--- src/rtl/otp_pkg.sv ---
package otp_pkg;

    typedef enum logic [2:0] {
        M_STANDBY,
        M_READ,
        M_IDENT,
        M_PROGRAM,
        M_VERIFY,
        M_QUIET,
        M_BUSY
    } mode_e;

    // top bit makes the total count of ones odd
    function automatic logic [7:0] odd_byte(input logic [6:0] code);
        return {~^code, code};
    endfunction

endpackage

--- src/rtl/otp_mode_decode.sv ---
module otp_mode_decode
    import otp_pkg::*;
#(
    parameter int ADDR_W = 8
) (
    input  logic              cs_n,
    input  logic              oe_n,
    input  logic              vpp_hi,
    input  logic              id_hv,
    input  logic [ADDR_W-1:0] addr,
    input  logic              busy,
    output mode_e             mode
);

    logic upper_zero;

    always_comb begin
        upper_zero = (addr[ADDR_W-1:1] == '0);
        if (busy)
            mode = M_BUSY;
        else if (vpp_hi && oe_n)
            mode = M_PROGRAM;
        else if (vpp_hi && cs_n && !oe_n)
            mode = M_VERIFY;
        else if (!vpp_hi && !cs_n && !oe_n)
            mode = (id_hv && upper_zero) ? M_IDENT : M_READ;
        else if (cs_n)
            mode = M_STANDBY;
        else
            mode = M_QUIET;
    end

endmodule

--- src/rtl/otp_id_gen.sv ---
module otp_id_gen
    import otp_pkg::*;
#(
    parameter logic [6:0] MFR_CODE = 7'h01,
    parameter logic [6:0] DEV_CODE = 7'h1B
) (
    input  logic       sel_dev,
    input  logic       active,
    output logic [7:0] code
);

    localparam logic [7:0] MFR_BYTE = odd_byte(MFR_CODE);
    localparam logic [7:0] DEV_BYTE = odd_byte(DEV_CODE);

    always_comb code = sel_dev ? DEV_BYTE : MFR_BYTE;

    // any identifier byte on the bus holds an odd number of ones
    a_r7_odd_parity: assert property (@(posedge active) 1'b1 |-> ($countones(code) % 2) == 1);

endmodule

--- src/rtl/otp_erase_seq.sv ---
module otp_erase_seq #(
    parameter int ADDR_W = 8
) (
    input  logic              clk,
    input  logic              rst_n,
    input  logic              start,
    output logic              busy,
    output logic              wr_en,
    output logic [ADDR_W-1:0] wr_addr
);

    localparam logic [ADDR_W-1:0] LAST = {ADDR_W{1'b1}};

    typedef struct packed {
        logic              busy;
        logic [ADDR_W-1:0] ptr;
    } sweep_t;

    sweep_t s_d, s_q;

    always_comb begin
        s_d = s_q;
        if (s_q.busy) begin
            if (s_q.ptr == LAST) begin
                s_d.busy = 1'b0;
                s_d.ptr  = '0;
            end else begin
                s_d.ptr = s_q.ptr + 1'b1;
            end
        end else if (start) begin
            s_d.busy = 1'b1;
            s_d.ptr  = '0;
        end
    end

    always_ff @(posedge clk or negedge rst_n) begin
        if (!rst_n) s_q <= '0;
        else        s_q <= s_d;
    end

    assign busy    = s_q.busy;
    assign wr_en   = s_q.busy;
    assign wr_addr = s_q.ptr;

    // sweep starts at address zero
    a_r1_sweep_from_zero: assert property (@(posedge clk) disable iff (!rst_n)
        $rose(s_q.busy) |-> s_q.ptr == '0);
    // sweep finishes right after the final address
    a_r1_sweep_ends: assert property (@(posedge clk) disable iff (!rst_n)
        (s_q.busy && s_q.ptr == LAST) |=> !s_q.busy);
    // a request during a sweep does not rewind the pointer
    a_r8_no_restart: assert property (@(posedge clk) disable iff (!rst_n)
        (s_q.busy && s_q.ptr != LAST) |=> s_q.ptr == $past(s_q.ptr) + 1'b1);

endmodule

--- src/rtl/otp_byte_store.sv ---
module otp_byte_store
    import otp_pkg::*;
#(
    parameter int         ADDR_W   = 8,
    parameter logic [6:0] MFR_CODE = 7'h01,
    parameter logic [6:0] DEV_CODE = 7'h1B
) (
    input  logic              clk,
    input  logic              rst_n,
    input  logic              cs_n,
    input  logic              oe_n,
    input  logic              vpp_hi,
    input  logic              id_hv,
    input  logic [ADDR_W-1:0] addr,
    input  logic [7:0]        din,
    input  logic              erase_req,
    output logic [7:0]        dout,
    output logic              dout_en,
    output logic              erase_busy
);

    localparam int DEPTH = 1 << ADDR_W;

    typedef struct packed {
        logic cs_n;
    } strobe_t;

    strobe_t     st_d, st_q;
    mode_e       mode;
    logic        ers_we;
    logic [ADDR_W-1:0] ers_addr;
    logic        prog_we;
    logic [7:0]  rd_word;
    logic [7:0]  id_code;
    logic [7:0]  mem_q [DEPTH];

    otp_mode_decode #(.ADDR_W(ADDR_W)) u_decode (
        .cs_n   (cs_n),
        .oe_n   (oe_n),
        .vpp_hi (vpp_hi),
        .id_hv  (id_hv),
        .addr   (addr),
        .busy   (erase_busy),
        .mode   (mode)
    );

    otp_erase_seq #(.ADDR_W(ADDR_W)) u_erase (
        .clk     (clk),
        .rst_n   (rst_n),
        .start   (erase_req),
        .busy    (erase_busy),
        .wr_en   (ers_we),
        .wr_addr (ers_addr)
    );

    otp_id_gen #(.MFR_CODE(MFR_CODE), .DEV_CODE(DEV_CODE)) u_id (
        .sel_dev (addr[0]),
        .active  (mode == M_IDENT),
        .code    (id_code)
    );

    always_comb begin
        st_d.cs_n = cs_n;
        rd_word   = mem_q[addr];
        prog_we   = (mode == M_PROGRAM) && cs_n && !st_q.cs_n;
    end

    always_ff @(posedge clk or negedge rst_n) begin
        if (!rst_n) st_q <= '{cs_n: 1'b1};
        else        st_q <= st_d;
    end

    always_ff @(posedge clk) begin
        if (ers_we)
            mem_q[ers_addr] <= 8'hFF;
        else if (prog_we)
            mem_q[addr] <= rd_word & din;
    end

    always_comb begin
        dout_en = 1'b0;
        dout    = 8'h00;
        unique case (mode)
            M_READ, M_VERIFY: begin
                dout_en = 1'b1;
                dout    = rd_word;
            end
            M_IDENT: begin
                dout_en = 1'b1;
                dout    = id_code;
            end
            default: ;
        endcase
    end

    // a program write never raises a bit
    a_r2_only_clears: assert property (@(posedge clk) disable iff (!rst_n)
        prog_we |=> (mem_q[$past(addr)] & ~$past(rd_word)) == 8'h00);
    // standby keeps the bus released
    a_r4_standby_hiz: assert property (@(posedge clk) disable iff (!rst_n)
        (cs_n && !vpp_hi) |-> !dout_en);
    // no drive and no program write during a sweep
    a_r8_busy_quiet: assert property (@(posedge clk) disable iff (!rst_n)
        erase_busy |-> (!dout_en && !prog_we));
    // drive only with output enable asserted
    a_r9_needs_oe: assert property (@(posedge clk) disable iff (!rst_n)
        dout_en |-> !oe_n);

endmodule

--- config.mk ---
export PLATFORM = sky130hd
export DESIGN_NAME = otp_byte_store
export DESIGN_NICKNAME = d
export VERILOG_FILES = /design/src/rtl/otp_pkg.sv /design/src/rtl/otp_mode_decode.sv /design/src/rtl/otp_id_gen.sv /design/src/rtl/otp_erase_seq.sv /design/src/rtl/otp_byte_store.sv
export SDC_FILE = /design/constraint.sdc
export NUM_CORES = 2
export LEC_CHECK = 0
export BUFFER_PORTS_ARGS = -buffer_cell sky130_fd_sc_hd__buf_4
export CAP_MARGIN = 20
export CORE_MARGIN = 2
export CORE_UTILIZATION = 45
export DETAILED_ROUTE_END_ITERATION = 10
export GPL_TIMING_DRIVEN = 0
export PLACE_DENSITY_LB_ADDON = 0.25
export SETUP_SLACK_MARGIN = 0.05
export SYNTH_ARGS = -nofsm -noshare
export SYNTH_HDL_FRONTEND = slang
export SYNTH_SLANG_ARGS = --single-unit
--- constraint.sdc ---
create_clock -name clk -period 34.8 [get_ports clk]
set_input_delay 3.48 -clock clk [delete_from_list [all_inputs] [get_ports clk]]
set_output_delay 3.48 -clock clk [all_outputs]
set_load 0.01 [all_outputs]
==> run summary <==
R2R Path Start - u_erase.busy
setup bufs post-CTS - 0
CP peak stage delay - 990 ps
Min Clock Period, post-route - 13,240 ps
Die Height - 427 um
count leader, synth - edfxtp_1
Worst EP arrival - 9760 ps
routed len/inst - 49.2 um
Starting Density - 45.3%
Post-CTS Hold Fix Bufs - 0
Post-synth top cells - edfxtp_1, mux4_2, nor2_1, mux2i_1, nand2_1
Mapped Cells - 3,926
sw power - 1.35 mW
GRT overflow - 0
Synth cell types - 79
drt initial violations - 10,100
I/O Pins - 33
first-pass GRT wire length - 429,000 um
Reg clk slew, reported paths - 60 ps
Root Buffer Master - clkbuf_16
Sw Share - 24.9%
vias per cell - 7.08
PostCTS Resize Cnt - 0
Final Non-Filler Cells - 6,823
worst-path maximum fanout - 10
Total GRT Usage - 36.7%
total of warnings raised by yosys - 0
number of stages on the worst setup path - 13
DR DRC count - 0
crit path max-delay cell type - nor3_1
flop2flop setup slack - 29,710 ps
pwr dens - 58.4 nW/um^2
status - complete, no violations
Syn Nets - 3,950
max cap viols - 0
HP Start - u_erase.wr_addr[5]
crit path capture - dout[6]
Final Setup Violations - 0
H-tree depth - 4
Skew-Pair Late Insertion Delay - 900 ps
worst-margin pin slew - 1240 ps
Routed Antenna Nets - 0
FF+latch count, synth - 2,058
count of pins over their slew limit - 0
Clk network pwr share - 40.9%
reg-to-reg endpoint - mem_q[143][0]
I/O Buffers - 27
final hold violation count - 0
fillcell total - 14,000
GP Congestion - 1.05
DP HPWL - 224,000 um
Max-slew headroom - 17.2%
vias in the first global route - 43,400
final core occ - 51.9%
P&R area growth vs syn - 14.7%
Num CTS Buffers - 204
CTS sink count - 2,058
Synth area leader - edfxtp_1
1st-pass router iterations - 6
ranking of synthesized cells by area - edfxtp_1, mux4_2, mux2i_1
worst hold slack - 641 ps
mean post-synth cell area - 20.5 um^2
Top FF cell, synth - edfxtp_1
Die X - 427 um
Max Freq - 75.5 MHz
critical path data required time - 31,320 ps
share of total power in sequential cells - 50.3%
via count - 48,300
Startpoint Class - input port
CTS tree - done
share of layout cells above drive strength 1 - 24.1%
total wire length - 336,000 um
placed cells - 6,413
Post-Syn Area - 80,700 um^2
crit end category - primary output
CP startpoint - addr[1]
crit-path leading delay family - buffers and inverters
async set-or-reset flop fraction in the synthesized netlist - 0.486%
top cell type's share of synthesized area - 76.2%
CP Class - in -> out
Clock Path Buffers - 3
initial antenna violation count - 44
largest net degree at the start of global routing - 94
Core Rows - 155
RSZ-0062 raised after global routing - no
number of synthesized flops with an enable pin - 2,048
period utilization - 38.0%
sum of buffers and inverters on the critical path - 6
Die ar. - 183,000 um^2
Seq/Total Area, Yosys - 76.6%
Final nets - 4,296
Leak - 30.5 nW
area of the core - 178,000 um^2
P_int - 4.06 mW
Comb pwr share - 8.8%
critical path cell sequence - buf_6, buf_6, buf_4, buf_2, buf_2, mux4_2, mux2i_1, o21ai_0, nor3_1, o31ai_1, a32oi_1, nor2_1, buf_4
maximum vdd drop - 0.0459 mV
Worst R2R Path Depth - 8
Worst Hold Class - reg -> reg
Fin Setup TNS - 0 ps
final clock skew - 51.8 ps
flip-flops by register name (all words and copies together), names as in the netlist:
signal,flops
u_erase.wr_addr,8
u_erase.busy,1
st_q,1
mem_q,2048
metrics by stage:
stage	worst slack, ps	power [mW]	area, um^2
3_3_place_gp	-77.1	3.20	83800
3_5_place_dp	22030	3.21	85800
2_1_floorplan	17390	2.95	80700
5_1_grt	21810	5.46	92500
6_report	21560	5.41	92500
4_1_cts	22000	5.36	92400
worst reg2reg max path, delay by kind of cell, from the launching register on:
kind | cells | cell delay [ps]
buffers and inverters | 4 | 1610
DFF | 1 | 450
and+or+nand+nor | 4 | 2620
worst min path at each step:
stage                               endpoint  slack [ps]  depth (start not counted)
after detailed placement  u_erase.wr_addr[5]         630                          2
after floorplan           u_erase.wr_addr[7]         530                          1
final                     u_erase.wr_addr[5]         640                          2
after global placement    u_erase.wr_addr[5]         620                          2
after global routing      u_erase.wr_addr[1]         700                          1
after CTS                 u_erase.wr_addr[5]         640                          2
placed cells by master, fill, tap and decap left out, drive strengths merged, types with 6 or more instances in the layout:
cell type / n
diode: 23
and3: 8
a221o: 7
nor2b: 7
inv: 21
edfxtp: 2048
a22oi: 93
o211ai: 7
nand2: 105
a211oi: 19
dfrtp: 9
bufinv: 19
nand3: 21
nor3: 9
nand3b: 6
clkinv: 106
o221ai: 33
nand2b: 20
a21oi: 71
o21ai: 63
a211o: 11
nor2: 284
a221oi: 29
a22o: 20
mux4: 430
mux2i: 185
and2: 11
or3: 6
o22ai: 19
buf: 294
a2111oi: 6
clkbuf: 338
or2: 17
mux2: 17
o31ai: 9
a31oi: 19
kinds of logic after synthesis:
logic type                 synth area share, %
adders and majority gates               0.0155
xor gates and xnor gates                0.0326
buffers and inverters                     1.95
and+or+nand+nor                           2.92
muxes                                     14.6
AOI/OAI and AO/OA                         3.93
DFF                                       76.6
power groups by stage:
stage	registers, mW	logic (mW)	clock network [mW]
2_1_floorplan	2.77	0.179	0
3_3_place_gp	2.78	0.420	0
3_5_place_dp	2.77	0.440	0
4_1_cts	2.72	0.441	2.19
5_1_grt	2.72	0.455	2.29
6_report	2.72	0.478	2.21
layer usage:
| layer | part of all wire, % | track usage (%) | up-vias |
|---|---|---|---|
| met4 | 7.4 | 22.7 | 24 |
| li1 | - | - | 17100 |
| met5 | 0.10 | 0.741 | - |
| met2 | 42 | 50.8 | 4759 |
| met3 | 16 | 15.5 | 1055 |
| met1 | 35 | 47.9 | 25400 |
area by class of cell:
type	instances	area, um^2	share of cell area, %
clock inverters	129	1190	1.28
inverters	20	75.1	0.0811
diodes	23	57.6	0.0622
well taps	2355	2950	3.18
plain buffers	242	1540	1.66
repair buffers	140	2160	2.33
clock buffers	250	5360	5.80
multi-input cells	1606	17500	18.9
flip-flops and latches	2058	61800	66.7
No activity file was read; power rests on OpenSTA's default activity.
